--- config.mk ---
export PLATFORM = sky130hd
export DESIGN_NAME = pscpwm_gen
export DESIGN_NICKNAME = d
export VERILOG_FILES = /design/src/rtl/pscpwm_pkg.sv /design/src/rtl/pscpwm_carrier.sv /design/src/rtl/pscpwm_phase.sv /design/src/rtl/pscpwm_gen.sv
export SDC_FILE = /design/constraint.sdc
export NUM_CORES = 1
export LEC_CHECK = 0
export BUFFER_PORTS_ARGS = -buffer_cell sky130_fd_sc_hd__buf_2
export CORE_ASPECT_RATIO = 1.75
export CORE_MARGIN = 2
export CORE_UTILIZATION = 30
export CTS_CLUSTER_DIAMETER = 80
export DETAILED_ROUTE_END_ITERATION = 16
export PLACE_DENSITY = 0.51
export SLEW_MARGIN = 20
export SYNTH_ARGS = -nofsm -noshare
export SYNTH_HDL_FRONTEND = slang
export SYNTH_HIERARCHICAL = 1
export SYNTH_SLANG_ARGS = --single-unit
--- constraint.sdc ---
create_clock -name clk -period 16.6 [get_ports clk]
set_input_delay 0.83 -clock clk [delete_from_list [all_inputs] [get_ports clk]]
set_output_delay 0.83 -clock clk [all_outputs]
set_load 0.02 [all_outputs]
--- src/rtl/pscpwm_pkg.sv ---
// Package: shared types of the phase-shifted carrier PWM generator.
// Assumes nothing beyond SystemVerilog packed types.
package pscpwm_pkg;

    // Counting direction of a triangle carrier.
    typedef enum logic {
        DIR_DOWN = 1'b0,
        DIR_UP   = 1'b1
    } dir_e;

    // Two leg commands of one H-bridge; pos lands in bit 0.
    typedef struct packed {
        logic neg;
        logic pos;
    } bridge_t;

endpackage

--- src/rtl/pscpwm_carrier.sv ---
// Module: one symmetric triangle carrier from an up/down counter.
// Counts 0..peak_i and back, period 2*peak_i clocks. On reset it starts at
// triangle position floor(2*peak_i*IDX/N_CAR), so carriers with different IDX
// are spread evenly over one period. Assumes peak_i is held during reset.
module pscpwm_carrier
    import pscpwm_pkg::*;
#(
    parameter int CNT_W = 16,
    parameter int N_CAR = 3,
    parameter int IDX   = 0
) (
    input  logic             clk,
    input  logic             rst_n,
    input  logic [CNT_W-1:0] peak_i,
    output logic [CNT_W-1:0] car_o
);

    localparam int FW = CNT_W + 1;                  // width of a full-period position
    localparam int OW = FW + $clog2(N_CAR + 1);     // width of the offset product

    logic [CNT_W-1:0] cnt_q, cnt_d, cnt_init;
    dir_e             dir_q, dir_d, dir_init;
    logic [FW-1:0]    full_len;
    logic [OW-1:0]    off_prod, off_pos;
    logic [FW-1:0]    off_fw, mirror_fw;

    // Start position of this carrier, derived from the period and its index.
    always_comb begin
        full_len  = {peak_i, 1'b0};
        off_prod  = {{(OW-FW){1'b0}}, full_len} * OW'(IDX);
        off_pos   = off_prod / OW'(N_CAR);
        off_fw    = off_pos[FW-1:0];
        mirror_fw = full_len - off_fw;
        if (off_fw <= {1'b0, peak_i}) begin
            cnt_init = off_fw[CNT_W-1:0];
            dir_init = DIR_UP;
        end else begin
            cnt_init = mirror_fw[CNT_W-1:0];
            dir_init = DIR_DOWN;
        end
    end

    // Next count and direction: turn at the peak and at zero.
    always_comb begin
        cnt_d = cnt_q;
        dir_d = dir_q;
        if (peak_i == '0) begin
            cnt_d = '0;
            dir_d = DIR_UP;
        end else if (cnt_q > peak_i) begin
            cnt_d = peak_i - 1'b1;
            dir_d = DIR_DOWN;
        end else if (dir_q == DIR_UP) begin
            if (cnt_q == peak_i) begin
                cnt_d = peak_i - 1'b1;
                dir_d = DIR_DOWN;
            end else begin
                cnt_d = cnt_q + 1'b1;
            end
        end else begin
            if (cnt_q == '0) begin
                cnt_d = {{(CNT_W-1){1'b0}}, 1'b1};
                dir_d = DIR_UP;
            end else begin
                cnt_d = cnt_q - 1'b1;
            end
        end
    end

    // Counter register with synchronous reset to the start position.
    always_ff @(posedge clk) begin
        if (!rst_n) begin
            cnt_q <= cnt_init;
            dir_q <= dir_init;
        end else begin
            cnt_q <= cnt_d;
            dir_q <= dir_d;
        end
    end

    assign car_o = cnt_q;

    AST_CAR_IN_RANGE: assert property (@(posedge clk) disable iff (!rst_n)
        (cnt_q <= peak_i) || (peak_i != $past(peak_i)));
    AST_TURN_AT_PEAK: assert property (@(posedge clk) disable iff (!rst_n)
        (dir_q == DIR_UP && cnt_q == peak_i && peak_i != '0 && $stable(peak_i))
        |=> (dir_q == DIR_DOWN));

endmodule

--- src/rtl/pscpwm_phase.sv ---
// Module: one phase, holding a clamped shadow reference and N_MOD bridge states.
// The reference is clamped to +/-peak_i and captured only when load_i is high.
// Each module compares the shadow against its own carrier (unipolar: the
// negative leg uses the inverted reference). Bridge states are registered.
module pscpwm_phase
    import pscpwm_pkg::*;
#(
    parameter int CNT_W = 16,
    parameter int REF_W = 16,
    parameter int N_MOD = 3
) (
    input  logic                     clk,
    input  logic                     rst_n,
    input  logic [CNT_W-1:0]         peak_i,
    input  logic                     load_i,
    input  logic signed [REF_W-1:0]  ref_i,
    input  logic [N_MOD*CNT_W-1:0]   car_i,
    output logic [2*N_MOD-1:0]       state_o
);

    localparam int SW = CNT_W + 1;                           // shadow width
    localparam int XW = ((REF_W > SW) ? REF_W : SW) + 1;     // compare width
    localparam logic signed [XW-1:0] ZERO_X = '0;

    logic signed [XW-1:0] ref_x, pk_x, npk_x, clamp_x, sh_x, nsh_x;
    logic signed [SW-1:0] shadow_q;

    // Clamp the incoming reference to the carrier range.
    always_comb begin
        ref_x = {{(XW-REF_W){ref_i[REF_W-1]}}, ref_i};
        pk_x  = {{(XW-CNT_W){1'b0}}, peak_i};
        npk_x = -pk_x;
        if (ref_x > pk_x)       clamp_x = pk_x;
        else if (ref_x < npk_x) clamp_x = npk_x;
        else                    clamp_x = ref_x;
    end

    // Shadow register: take the clamped reference only at a carrier-0 turn.
    always_ff @(posedge clk) begin
        if (!rst_n)      shadow_q <= '0;
        else if (load_i) shadow_q <= clamp_x[SW-1:0];
    end

    assign sh_x  = {{(XW-SW){shadow_q[SW-1]}}, shadow_q};
    assign nsh_x = -sh_x;

    bridge_t state_q [N_MOD];

    for (genvar k = 0; k < N_MOD; k++) begin : g_mod
        logic signed [XW-1:0] car_x;
        bridge_t              nxt;

        // Leg decisions for this module; a full-scale shadow holds its leg.
        always_comb begin
            car_x   = {{(XW-CNT_W){1'b0}}, car_i[k*CNT_W +: CNT_W]};
            nxt.pos = (sh_x > car_x)  || ((sh_x > ZERO_X)  && (sh_x >= pk_x));
            nxt.neg = (nsh_x > car_x) || ((nsh_x > ZERO_X) && (nsh_x >= pk_x));
        end

        // Registered bridge state, cleared by reset.
        always_ff @(posedge clk) begin
            if (!rst_n) state_q[k] <= '0;
            else        state_q[k] <= nxt;
        end

        assign state_o[2*k +: 2] = state_q[k];

        AST_LEGS_EXCLUSIVE: assert property (@(posedge clk) disable iff (!rst_n)
            $onehot0(state_q[k]));
    end

    AST_SHADOW_HOLD: assert property (@(posedge clk) disable iff (!rst_n)
        !load_i |=> $stable(shadow_q));
    AST_SHADOW_CLAMP: assert property (@(posedge clk) disable iff (!rst_n)
        $past(load_i) |-> (sh_x <= $past(pk_x)) && (sh_x >= -$past(pk_x)));

endmodule

--- src/rtl/pscpwm_gen.sv ---
// Module: top of the phase-shifted carrier PWM generator.
// N_CAR carriers spaced 1/N_CAR of a period drive N_MOD modules in each of
// N_PH phases; carrier 0 turning points gate reference capture in every phase.
// Assumes peak_i >= 3 and is changed only while rst_n is low.
module pscpwm_gen
    import pscpwm_pkg::*;
#(
    parameter int CNT_W = 16,
    parameter int REF_W = 16,
    parameter int N_PH  = 3,
    parameter int N_MOD = 3
) (
    input  logic                    clk,
    input  logic                    rst_n,
    input  logic [CNT_W-1:0]        peak_i,
    input  logic [N_PH*REF_W-1:0]   ref_i,
    output logic [2*N_PH*N_MOD-1:0] bridge_o
);

    localparam int STW = 2 * N_MOD;   // state bits per phase

    logic [N_MOD*CNT_W-1:0] car_bus;
    logic                   load_en;

    for (genvar k = 0; k < N_MOD; k++) begin : g_car
        pscpwm_carrier #(
            .CNT_W (CNT_W),
            .N_CAR (N_MOD),
            .IDX   (k)
        ) u_carrier (
            .clk    (clk),
            .rst_n  (rst_n),
            .peak_i (peak_i),
            .car_o  (car_bus[k*CNT_W +: CNT_W])
        );
    end

    // Capture window: carrier 0 at either turning point.
    assign load_en = (car_bus[CNT_W-1:0] == '0) || (car_bus[CNT_W-1:0] == peak_i);

    for (genvar p = 0; p < N_PH; p++) begin : g_ph
        pscpwm_phase #(
            .CNT_W (CNT_W),
            .REF_W (REF_W),
            .N_MOD (N_MOD)
        ) u_phase (
            .clk     (clk),
            .rst_n   (rst_n),
            .peak_i  (peak_i),
            .load_i  (load_en),
            .ref_i   (ref_i[p*REF_W +: REF_W]),
            .car_i   (car_bus),
            .state_o (bridge_o[p*STW +: STW])
        );
    end

    AST_RESET_CLEARS: assert property (@(posedge clk)
        $rose(rst_n) |-> (bridge_o == '0));

endmodule

# [After elaboration in Yosys (flattened, before gate mapping)]
# Memories as Yosys holds them, arrays and structs flattened.
# Cells that the tools add are included.
[totals] ff_bits=102 mem_bits_rw=18 inputBits=66 n_memories=3
[memory_table] name="g_ph[0].u_phase.state_q" depth=3 width=2 rd=3 rd_ports_with_merged_regs=0 write_ports=3 line="pscpwm_phase.sv:47" text="bridge_t state_q [N_MOD];"
[memory_table] name="g_ph[1].u_phase.state_q" depth=3 width=2 rd=3 rd_ports_with_merged_regs=0 write_ports=3 line="pscpwm_phase.sv:47"
[memory_table] name="g_ph[2].u_phase.state_q" depth=3 width=2 rd=3 rd_ports_with_merged_regs=0 write_ports=3 line="pscpwm_phase.sv:47"
[classes] addsub=13 div=2 order_cmp=42 eq_ne=3 mux=59 n_bitwise=9 reduce_logical=29
[ops] cell="$mux 16" n=21
[ops] cell="$gt 18x17->1" n=9
[ops] cell="$gt 17x17->1" n=9
[ops] cell="$mux 17" n=6
[ops] cell="$logic_not 16->1" n=4
[ops] cell="$sub 16x1->16 const B" n=4
[ops] cell="$ge 18x17->1" n=3
[ops] cell="$gt 18x1->1 const B" n=3
[ops] cell="$lt 16x18->1" n=3
[ops] cell="$neg 17->18" n=3
[ops] cell="$ge 17x17->1" n=3
[ops] cell="$gt 16x17->1" n=3
[ops] cell="$gt 17x1->1 const B" n=3
[ops] cell="$add 16x1->16 const B" n=3
[ops] cell="$eq 16x16->1" n=3
[ops] cell="$gt 16x16->1" n=3
[ops] cell="$le 17x16->1" n=2
[ops] cell="$sub 16x16->16" n=2
[ops] cell="$mux 1" n=23
[ops] cell="$div 17x2->19 const B" n=1
[ops] cell="$div 18x2->19 const B" n=1
[ops] cell="$logic_or 1x1->1" n=19
[ops] cell="$mux 2" n=9
[ops] cell="$neg 16->18" n=1
[ops] cell="other kinds (3)" n=16

# [Logic depth before layout (Yosys ltp)]
# Gate-level depths: netlist of the first run.
[depth] ltp_word=6 ltp_mapped=72 ltp_nobuf=67

# [Hierarchy]
# Netlist of the first run, hierarchy kept.
[modules_own_cells] mod="pscpwm_phase (g_ph[1].u_phase ...)" instances=2 cells_per_inst=712 area_per_inst_um2=5714.2
[modules_own_cells] mod="pscpwm_carrier (g_car[1].u_carrier)" instances=1 cells_per_inst=1160 area_per_inst_um2=8287.9
[modules_own_cells] mod="pscpwm_phase (g_ph[0].u_phase)" instances=1 cells_per_inst=719 area_per_inst_um2=5582.9
[modules_own_cells] mod="pscpwm_carrier (g_car[2].u_carrier)" instances=1 cells_per_inst=725 area_per_inst_um2=5108.6
[modules_own_cells] mod="pscpwm_carrier (g_car[0].u_carrier)" instances=1 cells_per_inst=269 area_per_inst_um2=1998.2
[modules_own_cells] mod="pscpwm_gen" instances=1 cells_per_inst=27 area_per_inst_um2=206.4

# [Least setup slack after synthesis of the first run]
# Ideal clock, no wire load.
[synth_timing] kind="input -> register" start="input peak_i[0]" end="register g_car[1].u_carrier.cnt_q[14]" setup_ns=0.136 t_arrival_ns=14.195 setup_slack_ns=2.269 cell_stages=67 path_cell_list="inv_1 ha_1 or3b_1 buf_6 o31ai_4 and4_4 nand2_4 mux2_4 o32ai_4 or3_1 nand2_1 nor4_1 a211o_1 o2111ai_2 or3_4 a211oi_4 a31oi_2 nor2_4 [... 31 more ...] fa_1 nor2_1 o21ai_0 nand2b_1 a21oi_1 o21bai_1 a21o_1 a21o_1 a21o_1 a21o_1 a21oi_1 o21bai_1 a21oi_1 nor2_1 nor2_1 xnor2_1 o21ai_0 o22ai_1"
[synth_via] elab_chain_len=6 word_cells_on_any_way=13 cone_classes="add/sub: 2; div: 1; order compare: 2; eq/ne: 1; mux: 6; reduce/logical: 1"
[synth_lines] item="start, declared" line="pscpwm_gen.sv:15" text="input logic [CNT_W-1:0] peak_i,"
[synth_lines] item="branches (longest 5 deep; another with $div 17x2->19)"
[synth_lines] item="$mux 16 *" line="pscpwm_carrier.sv:72" text="if (!rst_n) begin"
[synth_lines] item="end signal, assigned" line="pscpwm_carrier.sv:73" text="cnt_q <= cnt_init;"
[synth_lines] item="end signal, assigned" line="pscpwm_carrier.sv:76" text="cnt_q <= cnt_d;"
[synth_lines] item="end, declared" line="pscpwm_carrier.sv:21" text="logic [CNT_W-1:0] cnt_q, cnt_d, cnt_init;"
# Mark *: on every way between the ends.
# A chain may end at the register's enable or synchronous reset.

# [Worst setup path after layout of the first run]
# Ends and elaborated chain as after synthesis.

==> impl_metrics.ini, run 1 <==
[power_and_ir_drop]
p_leak_nw = 15.75
power.total_mw = 4.439
vdd_drop_max_mv = 0.09079
p_per_area_mw_per_mm2 = 123.9

[global_route]
grt_max_degree = 69
antenna_found_initial = 4
grt_pass1_vias = 35500
grt_usage = 0.2595
grt_pass1_wl_mm = 217.6
grt_overflow = 0

[synthesis]
synthTopCellsByArea = ha_1, dfxtp_1, a21oi_1
postSynthCellCount = 4324
ys_seq_elements = 120
async_flop_share = 0
synth-edff-count = 0
ys_seq_area_frac = 0.07366
ys_top_cells_by_count = ha_1, inv_1, a21oi_1
syn_area_mm2 = 0.03261
yosysMostFrequentCell = ha_1
yosysWarnings = 6
syn-num-nets = 5006
syn_avg_cell_area_um2 = 7.542
synth_cell_types = 148
synth_top_area_frac = 0.2356
yosysTopAreaCell = ha_1
synthFlopType = dfxtp_1

[placed_design]
place_worst_setup_slack_ns = 0.3028
placed_area_mm2 = 0.03512
hpwl_mm = 117.6
portBuffers = 83
place_congestion = 0.9818

[routing]
finalWirelength_mm = 147.7
final_antenna_net_count = 0
drt_iter0_markers = 2475
vias = 35410
firstDrtPassIters = 6
drc = 0
drt-wirelength-per-cell_um = 25.16
vias_per_cell = 6.031

[clock_tree]
cts_tree = yes
root_buffer = clkbuf_16
clock-sinks = 120
numCtsBuffers = 17
htree_levels = 4
cts_hold_buffers = 0
worstSkewPairLatency_ns = 0.49
clk_pin_slew_worst_paths_ns = 0.07
cts_buffer_depth = 2

[timing]
worst_slack_ns = 0.9963
worst_pin_slew_ns = 1.157
setup_viol = 0
fin_tns_setup_ns = 0
timing.fmax_mhz = 64.09
slew_headroom = 0.2230
skew_ns = 0.01310
min_period_ns = 15.60
rsz0062_at_grt = false
hold_viol_final = 0
fin_crit_sh = 0.9400
fin_hold_ws_ns = 0.6125
drv_slew = 0

[setup_path]
cp-end-kind = register
cp_common_cell = a21o_1
cpPeakStageDelay_ns = 0.53
critical_path_required_ns = 16.93
worstSetupPathType = in2reg
cp_max_fo = 9
worstPathArrival_ns = 15.94
cpMaxStageDelayCell = or3_1
crit_path_start_kind = input pin

[die]
die_h_um = 440.2
fp.dieW_um = 253.2
io_pins = 84
coreArea_mm2 = 0.1083
start_util = 0.3011
dieArea_mm2 = 0.1115
row_count = 160

[layout]
fin_area_mm2 = 0.03583
diodes = 0
layout-drive-gt1-share = 0.1178
area_delta_synth_final_pct = 9.856
fillers = 11630
final_nets = 5082

[outcome]
status = finished, final reports clean

[worst_hold_path]
hold_path.class = reg2reg

[job]
maxCapViolCount = 0
-- cell families (layout without fill, tap and decap cells) --
kind of cell,after synthesis,in the layout,share of synthesized area
AOI/OAI and AO/OA,1362,1362,0.3000
xor gates and xnor gates,221,221,0.06142
adders and majority gates,619,619,0.2378
buffers and inverters,535,624,0.06871
DFF,120,120,0.07366
muxes,66,66,0.02221
and+or+nand+nor,1401,1401,0.2362
-- cell usage in the layout, fill, tap and decap left out, drive strengths merged, types with 21 or more instances in the layout --
cell type,count
and4,37
nor2,272
or3,40
o22ai,69
o221ai,23
nand3,136
o211ai,76
a21oi,305
mux2i,31
xor2,65
o21ai,209
ha,614
a221oi,27
nor4,72
o21a,47
o31ai,29
a31o,29
nand4,125
mux2,35
nor2b,68
nand2b,47
nor3b,24
buf,236
and2,29
inv,353
a211o,23
dfxtp,120
a211oi,62
a2111oi,29
or2,24
nand3b,28
nand2,273
a31oi,39
nor3,123
xnor2,156
and3,44
a21o,157
clkbuf,21
-- registers in the layout, summed over array words and instances (netlist names) --
signal	flops
g_ph.u_phase/shadow_q	51
g_ph.u_phase/state_q	18
g_car.u_carrier/dir_q	3
g_car.u_carrier/car_o	48
-- final cells by class --
cell class	instances	area, um2	area share
clock buffers	21	460.4	0.01285
clock inverters	11	123.9	0.003457
inverters	356	1341	0.03744
multi-input cells	3669	28110	0.7845
flip-flops and latches	120	2402	0.06705
well taps	1458	1824	0.05092
repair buffers	236	1569	0.04379
-- metal layers --
layer | wire, um | global-route usage
met3 | 6491 | 0.03626
met1 | 50350 | 0.2439
met5 | 41 | 0
met4 | 14630 | 0.2281
met2 | 76190 | 0.4871
-- worst paths after layout --
kind / from / end / slack [ns] / cells after the start
max: peak_i[0] / g_car[1].u_carrier/car_o[14] / 1.0 / 66
min: g_ph[0].u_phase/shadow_q[16] / g_ph[0].u_phase/shadow_q[16] / 0.61 / 2
max reg2reg: g_car[1].u_carrier/car_o[1] / g_car[1].u_carrier/car_o[15] / 12.01 / 19
min reg2reg: g_ph[0].u_phase/shadow_q[16] / g_ph[0].u_phase/shadow_q[16] / 0.61 / 2
-- power by group --
group | switching (mW) | total [mW] | internal [mW]
Sequential | 0.297 | 0.667 | 0.370
Clock | 0.166 | 0.393 | 0.228
Combinational | 2.02 | 3.38 | 1.35
Total | 2.49 | 4.44 | 1.95
-- stage by stage --
| stage | instances | util |
|---|---|---|
| after floorplan | 4324 | - |
| final | 5871 | 0.3308 |
| after detailed placement | 5835 | 0.3243 |
| after global placement | 5835 | 0.3242 |
| after global routing | 5871 | 0.3308 |
| after CTS | 5867 | 0.3297 |
-- timing repair --
action,in CTS,in global routing
resized for setup,0,17
endpoints found under the hold margin,0,0
endpoints found under the setup margin,0,15
buffers inserted,0,4
-- worst max-delay path, delay by kind of cell --
kind / cells / cell delay (ns)
AOI/OAI and AO/OA: 35 / 8.00
and+or+nand+nor: 16 / 4.01
adders and majority gates: 4 / 1.37
buffers and inverters: 8 / 1.00
xor gates and xnor gates: 3 / 0.65
(Power assumes the default switching activity.)
==> inputs of run 2 (changes only) <==
RECOVER_POWER = 100   (was unset)
==> impl_metrics.ini, run 2 (synthesized netlist as in run 1, its figures left out) <==
[outcome]
status = complete, but fails checks
violations = max-capacitance violations, max-slew violations

[global_route]
antenna_found_initial = 5
grt_usage = 0.2595
grt_overflow = 0
grt_pass1_wl_mm = 217.6
grt_max_degree = 69
grt_pass1_vias = 35500

[die]
die_h_um = 440.2
fp.dieW_um = 253.2
start_util = 0.3011
dieArea_mm2 = 0.1115
row_count = 160
io_pins = 84
coreArea_mm2 = 0.1083

[placed_design]
hpwl_mm = 117.6
place_worst_setup_slack_ns = 0.3028
place_congestion = 0.9818
portBuffers = 83

[timing]
min_period_ns = 15.59
hold_viol_final = 0
worst_slack_ns = 1.012
worst_pin_slew_ns = 1.577
timing.fmax_mhz = 64.15
setup_viol = 0
slew_headroom = -0.06131
fin_hold_ws_ns = 0.6136
fin_tns_setup_ns = 0
fin_crit_sh = 0.9390
skew_ns = 0.01229
rsz0062_at_grt = false
drv_slew = 9

[clock_tree]
root_buffer = clkbuf_16
htree_levels = 4
clk_pin_slew_worst_paths_ns = 0.07
numCtsBuffers = 17
cts_buffer_depth = 2
clock-sinks = 120
worstSkewPairLatency_ns = 0.49
cts_tree = yes

[setup_path]
critical_path_required_ns = 16.94
crit_path_start_kind = input pin
cp_common_cell = a21o_1
cp_max_fo = 9
cpPeakStageDelay_ns = 0.53
cp_num_buf_inv = 8
worstSetupPathType = in2reg
critPathTopFamily = compound AO/OA/AOI/OAI gates
worstPathArrival_ns = 15.93
cpMaxStageDelayCell = or3_1
cp-end-kind = register

[layout]
layout_commonest_cell = ha_1
layout_common_cells = ha_1, inv_1, a21oi_1
area_delta_synth_final_pct = 9.484
top_register = g_ph.u_phase/shadow_q
layout-drive-gt1-share = 0.1090
final_nets = 5082
final_util = 0.3297
largest_reg_flops = 51

[worst_hold_path]
hold_path.class = reg2reg

[job]
maxCapViolCount = 1

[power_and_ir_drop]
p_per_area_mw_per_mm2 = 124.1
vdd_drop_max_mv = 0.09075
power.total_mw = 4.429
p_leak_nw = 15.64

[routing]
drt_iter0_markers = 2463
firstDrtPassIters = 6
final_antenna_net_count = 0
finalWirelength_mm = 147.6
vias_per_cell = 6.022
drc = 0
vias = 35360
drt-wirelength-per-cell_um = 25.13
==> run 2: path summary, 6_finish.rpt <==
path | cells past startpoint | endpoint | start | slack, ns
setup / recovery | 66 | g_car[1].u_carrier/car_o[14] | peak_i[0] | 1.01
hold / removal | 2 | g_ph[0].u_phase/shadow_q[16] | g_ph[0].u_phase/shadow_q[16] | 0.61
setup reg to reg | 19 | g_car[1].u_carrier/car_o[15] | g_car[1].u_carrier/car_o[1] | 12.01
hold reg to reg | 2 | g_ph[0].u_phase/shadow_q[16] | g_ph[0].u_phase/shadow_q[16] | 0.61
==> run 2: layer usage <==
layer | track usage | vias up | wire (um)
li1 | - | 16630 | -
met1 | 0.2439 | 16840 | 49750
met2 | 0.4871 | 1257 | 75930
met3 | 0.03626 | 628 | 6920
met4 | 0.2281 | 8 | 14910
met5 | 0 | - | 51
==> run 2: repair_timing <==
action	4_1_cts	5_1_grt
buffers inserted	0	4
setup endpoints to repair	0	15
gates resized for setup	0	17
hold buffers	0	0
==> run 2: power by group <==
group,internal (mW),switching [mW]
Clock,0.228,0.164
Sequential,0.370,0.298
Combinational,1.35,2.02
==> run 2: tightest hold or removal path, delay by kind of cell, from the launching register on <==
family / cells / cell delay [ns]
flops: 1 / 0.41
simple gates: 1 / 0.09
compound gates: 1 / 0.07
==> run 2: layout make-up <==
class,count,area (um2)
fillers,11640,72600
multi-input cells,3669,28030
flip-flops and latches,120,2402
well taps,1458,1824
repair buffers,236,1520
inverters,356,1340
clock buffers,21,460.4
clock inverters,11,123.9
diodes,1,2.502
==> run 2: stage by stage <==
step / instance area, um2 / cells
2_1_floorplan: 32610 / 4324
3_3_place_gp: 35110 / 5835
3_5_place_dp: 35120 / 5835
4_1_cts: 35710 / 5867
5_1_grt: 35700 / 5871
6_report: 35710 / 5872
